`src/rtl/cbuf_pkg.sv`:
```
// Shared constants and types for the constant-buffer controller.
// Assumes 32-bit method arguments and 12-bit method addresses.
package cbuf_pkg;

    localparam int MTH_W    = 12;
    localparam int DW       = 32;
    localparam int AW       = 2 * DW;
    localparam int SLOT_W   = 5;
    localparam int DATA_WIN = 16;
    localparam int OFF_STEP = 4;

    localparam logic [MTH_W-1:0] M_CB_SIZE    = 12'h8E0;
    localparam logic [MTH_W-1:0] M_CB_ADDR_HI = 12'h8E1;
    localparam logic [MTH_W-1:0] M_CB_ADDR_LO = 12'h8E2;
    localparam logic [MTH_W-1:0] M_CB_OFFSET  = 12'h8E3;
    localparam logic [MTH_W-1:0] M_CB_DATA0   = 12'h8E4;
    localparam logic [MTH_W-1:0] M_CB_DATAN   = M_CB_DATA0 + MTH_W'(DATA_WIN - 1);
    localparam logic [MTH_W-1:0] M_CB_BIND    = 12'h904;
    localparam logic [MTH_W-1:0] M_Q_ADDR_HI  = 12'h6C0;
    localparam logic [MTH_W-1:0] M_Q_ADDR_LO  = 12'h6C1;
    localparam logic [MTH_W-1:0] M_Q_SEQ      = 12'h6C2;
    localparam logic [MTH_W-1:0] M_Q_CTRL     = 12'h6C3;

    typedef struct packed {
        logic          en;
        logic [AW-1:0] base;
        logic [DW-1:0] size;
    } slot_t;

endpackage

```
`src/rtl/cbuf_mth_regs.sv`:
```
// Method register bank: decodes method addresses and holds the size,
// base halves, running offset and query registers.
// Assumes acc is high only for a method accepted this cycle.
module cbuf_mth_regs
    import cbuf_pkg::*;
(
    input  logic             clk,
    input  logic             rst_n,
    input  logic             acc,
    input  logic [MTH_W-1:0] mth_addr,
    input  logic [DW-1:0]    mth_data,
    input  logic             xlat_ok,
    output logic             is_data,
    output logic             is_bind,
    output logic             is_query,
    output logic [DW-1:0]    cb_size,
    output logic [DW-1:0]    cb_off,
    output logic [AW-1:0]    cb_base,
    output logic [DW-1:0]    q_seq,
    output logic [AW-1:0]    q_base
);

    logic [DW-1:0] size_q, hi_q, lo_q, off_q;
    logic [DW-1:0] qhi_q, qlo_q, seq_q;

    // Classify the incoming method address.
    always_comb begin
        is_data  = (mth_addr >= M_CB_DATA0) && (mth_addr <= M_CB_DATAN);
        is_bind  = (mth_addr == M_CB_BIND);
        is_query = (mth_addr == M_Q_CTRL);
    end

    // Load registers from accepted methods; step the offset on issued data words.
    always_ff @(posedge clk) begin
        if (!rst_n) begin
            size_q <= '0;
            hi_q   <= '0;
            lo_q   <= '0;
            off_q  <= '0;
            qhi_q  <= '0;
            qlo_q  <= '0;
            seq_q  <= '0;
        end else if (acc) begin
            case (mth_addr)
                M_CB_SIZE:    size_q <= mth_data;
                M_CB_ADDR_HI: hi_q   <= mth_data;
                M_CB_ADDR_LO: lo_q   <= mth_data;
                M_CB_OFFSET:  off_q  <= mth_data;
                M_Q_ADDR_HI:  qhi_q  <= mth_data;
                M_Q_ADDR_LO:  qlo_q  <= mth_data;
                M_Q_SEQ:      seq_q  <= mth_data;
                default: begin
                    if (is_data && xlat_ok)
                        off_q <= off_q + DW'(OFF_STEP);
                end
            endcase
        end
    end

    // Present the assembled 64-bit addresses (low half unsigned).
    always_comb begin
        cb_size = size_q;
        cb_off  = off_q;
        cb_base = {hi_q, lo_q};
        q_seq   = seq_q;
        q_base  = {qhi_q, qlo_q};
    end

endmodule

```
`src/rtl/cbuf_slot_table.sv`:
```
// Binding table: one entry per slot holding enable, base and size.
// Assumes SLOTS fits the slot index field; indices beyond SLOTS-1 match no entry.
module cbuf_slot_table
    import cbuf_pkg::*;
#(
    parameter int SLOTS = 18
) (
    input  logic              clk,
    input  logic              rst_n,
    input  logic              bind_we,
    input  logic              bind_en,
    input  logic [SLOT_W-1:0] bind_idx,
    input  logic              xlat_ok,
    input  logic [AW-1:0]     cur_base,
    input  logic [DW-1:0]     cur_size,
    input  logic [SLOT_W-1:0] rd_slot,
    output slot_t             rd_entry
);

    slot_t tbl [SLOTS];

    for (genvar g = 0; g < SLOTS; g++) begin : g_slot
        logic hit;
        assign hit = bind_we && (bind_idx == SLOT_W'(g));

        // Update this slot on a matching bind; base only under valid translation.
        always_ff @(posedge clk) begin
            if (!rst_n) begin
                tbl[g] <= '0;
            end else if (hit) begin
                tbl[g].en   <= bind_en;
                tbl[g].size <= cur_size;
                if (xlat_ok)
                    tbl[g].base <= cur_base;
            end
        end
    end

    // Select the addressed slot for the read port; out of range reads zero.
    always_comb begin
        rd_entry = '0;
        for (int i = 0; i < SLOTS; i++) begin
            if (rd_slot == SLOT_W'(i))
                rd_entry = tbl[i];
        end
    end

endmodule

```
`src/rtl/cbuf_wr_req.sv`:
```
// Single-entry memory write request register with valid/ready handshake.
// Assumes issue is never raised while a request is pending.
module cbuf_wr_req
    import cbuf_pkg::*;
(
    input  logic          clk,
    input  logic          rst_n,
    input  logic          issue,
    input  logic [AW-1:0] issue_addr,
    input  logic [DW-1:0] issue_data,
    input  logic          wr_ready,
    output logic          wr_valid,
    output logic [AW-1:0] wr_addr,
    output logic [DW-1:0] wr_data
);

    // Capture a new request or retire the current one on handshake.
    always_ff @(posedge clk) begin
        if (!rst_n) begin
            wr_valid <= 1'b0;
            wr_addr  <= '0;
            wr_data  <= '0;
        end else if (issue) begin
            wr_valid <= 1'b1;
            wr_addr  <= issue_addr;
            wr_data  <= issue_data;
        end else if (wr_valid && wr_ready) begin
            wr_valid <= 1'b0;
        end
    end

endmodule

```
`src/rtl/cbuf_bind_ctrl.sv`:
```
// Constant-buffer bind and upload controller top level.
// Accepts methods, streams data words and query results to memory,
// and maintains the slot binding table. Assumes one method per cycle at most.
module cbuf_bind_ctrl
    import cbuf_pkg::*;
#(
    parameter int SLOTS = 18
) (
    input  logic              clk,
    input  logic              rst_n,
    input  logic              mth_valid,
    output logic              mth_ready,
    input  logic [MTH_W-1:0]  mth_addr,
    input  logic [DW-1:0]     mth_data,
    input  logic              xlat_ok,
    output logic              wr_valid,
    input  logic              wr_ready,
    output logic [AW-1:0]     wr_addr,
    output logic [DW-1:0]     wr_data,
    input  logic [SLOT_W-1:0] rd_slot,
    output logic              rd_en,
    output logic [AW-1:0]     rd_base,
    output logic [DW-1:0]     rd_size
);

    logic          acc, is_data, is_bind, is_query;
    logic [DW-1:0] cb_size, cb_off, q_seq;
    logic [AW-1:0] cb_base, q_base;
    logic          issue_data, issue_qry, issue;
    logic [AW-1:0] issue_addr;
    logic [DW-1:0] issue_word;
    slot_t         rd_entry;

    // Accept methods only while no write is outstanding.
    always_comb begin
        mth_ready = !wr_valid;
        acc       = mth_valid && mth_ready;
    end

    cbuf_mth_regs u_regs (
        .clk      (clk),
        .rst_n    (rst_n),
        .acc      (acc),
        .mth_addr (mth_addr),
        .mth_data (mth_data),
        .xlat_ok  (xlat_ok),
        .is_data  (is_data),
        .is_bind  (is_bind),
        .is_query (is_query),
        .cb_size  (cb_size),
        .cb_off   (cb_off),
        .cb_base  (cb_base),
        .q_seq    (q_seq),
        .q_base   (q_base)
    );

    // Choose what, if anything, goes out as a memory write.
    always_comb begin
        issue_data = acc && is_data && xlat_ok;
        issue_qry  = acc && is_query && (mth_data[1:0] == 2'b00) && xlat_ok;
        issue      = issue_data || issue_qry;
        issue_addr = issue_qry ? q_base : (cb_base + {{(AW-DW){1'b0}}, cb_off});
        issue_word = issue_qry ? q_seq : mth_data;
    end

    cbuf_wr_req u_wr (
        .clk        (clk),
        .rst_n      (rst_n),
        .issue      (issue),
        .issue_addr (issue_addr),
        .issue_data (issue_word),
        .wr_ready   (wr_ready),
        .wr_valid   (wr_valid),
        .wr_addr    (wr_addr),
        .wr_data    (wr_data)
    );

    cbuf_slot_table #(.SLOTS(SLOTS)) u_tbl (
        .clk      (clk),
        .rst_n    (rst_n),
        .bind_we  (acc && is_bind),
        .bind_en  (mth_data[0]),
        .bind_idx (mth_data[8:4]),
        .xlat_ok  (xlat_ok),
        .cur_base (cb_base),
        .cur_size (cb_size),
        .rd_slot  (rd_slot),
        .rd_entry (rd_entry)
    );

    // Unpack the selected slot onto the read port.
    always_comb begin
        rd_en   = rd_entry.en;
        rd_base = rd_entry.base;
        rd_size = rd_entry.size;
    end

endmodule

```
`config.mk`:
```
export PLATFORM = sky130hd
export DESIGN_NAME = cbuf_bind_ctrl
export DESIGN_NICKNAME = d
export VERILOG_FILES = /design/src/rtl/cbuf_pkg.sv /design/src/rtl/cbuf_mth_regs.sv /design/src/rtl/cbuf_slot_table.sv /design/src/rtl/cbuf_wr_req.sv /design/src/rtl/cbuf_bind_ctrl.sv
export SDC_FILE = /design/constraint.sdc
export NUM_CORES = 2
export LEC_CHECK = 0
export BUFFER_PORTS_ARGS = -buffer_cell sky130_fd_sc_hd__buf_2
export CAP_MARGIN = 10
export CORE_MARGIN = 1.5
export CORE_UTILIZATION = 50
export CTS_CLUSTER_DIAMETER = 100
export DETAILED_ROUTE_END_ITERATION = 6
export PLACE_DENSITY = 0.66
export SKIP_LAST_GASP = 1
export SLEW_MARGIN = 20
export SYNTH_ARGS = -nofsm -noshare
export SYNTH_HDL_FRONTEND = slang
export SYNTH_SLANG_ARGS = --single-unit
export TNS_END_PERCENT = 100
```
`constraint.sdc`:
```
create_clock -name clk -period 12.71 [get_ports clk]
set_clock_uncertainty 0.05 [all_clocks]
set_input_delay 0.6355 -clock clk [delete_from_list [all_inputs] [get_ports clk]]
set_output_delay 0.6355 -clock clk [all_outputs]
set_load 0.02 [all_outputs]
```
==> flow_summary.json <==
{
  "outcome": "finished clean",
  "reg2reg_from": "u_wr.wr_valid",
  "grt.overflow.total": 0,
  "place_hpwl_um": 183400,
  "final_util": 0.5554,
  "slew_headroom": 0.1112,
  "cts_buffer_depth": 3,
  "tritoncts": "yes",
  "clock_sinks": 2067,
  "path_class": "input pin to output port",
  "synth.distinct_cells": 86,
  "fin_nets": 7569,
  "cp_cell_sequence": "buf_2 > or3_1 > nor3_4 > buf_4 > buf_4 > a22oi_1 > a31oi_1 > a21oi_1 > nand3_1 > o221ai_1 > a31oi_1 > buf_2",
  "gp_congestion": 0.9285,
  "io_buffers": 248,
  "drt_pass1_iterations": 6,
  "dieHeight_um": 430.9,
  "initialDrtViolationCount": 11091,
  "grt_pass1_vias": 65553,
  "worst-r2r-setup-slack_ps": 7670,
  "antenna_found_initial": 20,
  "grt_pass1_wl_um": 471200,
  "period_minus_slack_ps": 5992,
  "powerDensity_nw_per_um2": 141.7,
  "critPathBufInv": 4,
  "syn2layout_area_growth_pct": 10.04,
  "critical_path.top_delay_family": "buffers and inverters",
  "synth-seq-area-share": 0.6430,
  "clkLatencyLatePin_ps": 860,
  "clk_pin_slew_ps": 60,
  "synthFlopType": "edfxtp_1",
  "endpoint_kind": "output port",
  "crit_slowest_cell": "buf_4",
  "coreArea_um2": 181300,
  "min-delay-start": "mth_data[1]",
  "rr_worst_depth": 9,
  "grt_usage": 0.3524,
  "cp.required_ps": 12020,
  "synth-seq-cells": 2067,
  "setup_tns_ps": 0,
  "postCtsSetupBuffers": 0,
  "worstMarginPinSlew_ps": 1333,
  "ant_nets": 0,
  "ctsHtreeMaxLevel": 4,
  "hold_viol": 0,
  "drv_slew": 0,
  "routedWlPerCell_um": 33.37,
  "dp.cells": 9641,
  "syn_nets": 7772,
  "post-place-ws_ps": 6864,
  "synth.yosys.warnings": 0,
  "synth_area_per_cell_um2": 11.91,
  "via_per_inst": 6.864,
  "regToRegEndpoint": "u_tbl.tbl[1][142]",
  "arrival_ps": 5310,
  "seqCellArea_um2": 58860,
  "worst_hold_path_type": "input pin to flop",
  "ctsRootBufferMaster": "clkbuf_16",
  "path_max_fanout": 45,
  "ioPinCount": 249,
  "grt_max_degree": 324,
  "rsz0062_at_grt": "no",
  "ir_drop_mv": 0.1711,
  "fin_hold_ws_ps": 97.36,
  "max_stage_delay_ps": 840,
  "syn-cell-area_um2": 91530,
  "fillers": 14690,
  "min_path_cells": 3,
  "multi_input_area_um2": 29670,
  "synth_edf_count": 1746,
  "setup_violations": 0,
  "remaining_drc_errors": 0,
  "fmax_mhz": 166.9,
  "synth-async-reset-ratio": 0,
  "fin_cells": 10039,
  "maxCapViolations": 0,
  "ctsResizeCount": 0,
  "rows": 156,
  "initial_core_util": 0.5048,
  "wl_um": 335000,
  "syn_inst": 7684,
  "fp.dieW_um": 430.9,
  "numCtsBuffers": 205,
  "drive_above_1_share": 0.1092,
  "p_leak_nw": 39.40,
  "min_period_over_period": 0.4715,
  "worstSetupStartpointType": "input pin",
  "die_area_um2": 185600,
  "num_vias": 68909,
  "setup_slack_ps": 6718,
  "whs_endpoint": "u_regs.q_seq[1]"
}
[how the worst max path moves through the flow]
stage	start	end	slack, ps	cells after the start
floorplan	mth_addr[0]	u_tbl.tbl[1][32]	4470	10
global placement	rd_slot[0]	rd_base[49]	6780	12
detailed placement	rd_slot[0]	rd_base[17]	6860	12
CTS	rd_slot[0]	rd_base[49]	6850	12
global route	rd_slot[0]	rd_base[49]	6620	12
finish	rd_slot[0]	rd_base[49]	6720	12
[area by class of cell]
class,instances,area share
well taps,2370,0.02944
repair buffers,430,0.02687
diodes,15,0.0003727
inverters,26,0.001044
flip-flops and latches,2067,0.5844
clock buffers,272,0.05623
clock inverters,108,0.007069
multi-input cells,4751,0.2946
[synth_stat cells (148+ instances only)]
cell type | count | area [um^2]
o21ai_0 | 148 | 740.7
dfxtp_1 | 321 | 6426
nand2_1 | 524 | 1967
edfxtp_1 | 1746 | 52430
nor2_1 | 360 | 1351
and3_1 | 1141 | 7138
a21oi_1 | 322 | 1612
a22oi_1 | 429 | 3221
and2_1 | 615 | 3847
o22ai_1 | 165 | 1032
clkbuf_1 | 694 | 2605
[cell usage in the layout (no fill, tap or decap), drive strengths merged, types with 21 or more instances in the layout]
master and instances:
edfxtp 1746, and3 1141, and2 616, nand2 525
a22oi 429, buf 429, nor2 375, a21oi 322
dfxtp 321, clkbuf 272, o22ai 165, o21ai 159
a31oi 95, a211oi 95, a221oi 95, clkinv 91
mux2i 62, a41oi 61, or4 61, nor4 61
nor3 60, nand3 56, nand4 44, xnor2 33
ha 33, o221ai 31, inv 30, nor2b 25
xor2 21
[where the power goes]
part | switching [mW] | leakage, nW | internal (mW)
logic | 0.632 | 16.1 | 0.144
clock network | 2.63 | 3.12 | 3.26
registers | 0.0634 | 20.2 | 7.55
total | 3.32 | 39.4 | 11.0
[registers in the layout (all words and copies together) (netlist names)]
register,cells
u_tbl.tbl,1746
u_regs.qlo_q,32
u_wr.wr_addr,64
u_wr.wr_data,32
u_regs.lo_q,32
u_regs.q_seq,32
u_regs.hi_q,32
u_regs.qhi_q,32
u_regs.cb_off,32
u_wr.wr_valid,1
u_regs.cb_size,32
[per-stage QoR]
step           power [mW]  instance area (um^2)
6_report            14.28                100700
5_1_grt             14.54                100700
4_1_cts             14.24                100600
3_5_place_dp        8.501                 94250
3_3_place_gp        8.490                 94220
2_1_floorplan       8.123                 91530
[worst min-delay path, stage by stage]
cell,delay [ps]
buf_2,180
nand2_1,80
a21oi_1,50
[per-layer routing]
layer	GRT usage	routed length (um)	up-vias
met5	0	7	-
met4	0.1815	19690	2
met3	0.08707	46420	1001
met2	0.5424	149700	5544
met1	0.4636	119200	33846
li1	-	-	28516
[cells by family after synthesis]
family | count (synthesis) | synth area share
adder cells (fa/ha/maj) | 34 | 0.004730
AO/OA/AOI/OAI | 1575 | 0.1168
XOR/XNOR | 54 | 0.005167
flip-flops | 2067 | 0.6430
buffers and inverters | 866 | 0.03940
multiplexers | 62 | 0.006780
AND/OR/NAND/NOR | 3026 | 0.1841
[repair_timing]
item                                   CTS  global route
hold buffers                             1             0
endpoints found under the hold margin    1             0
setup endpoints to repair                0             0
Note: power is estimated with default switching activity, not from simulation.
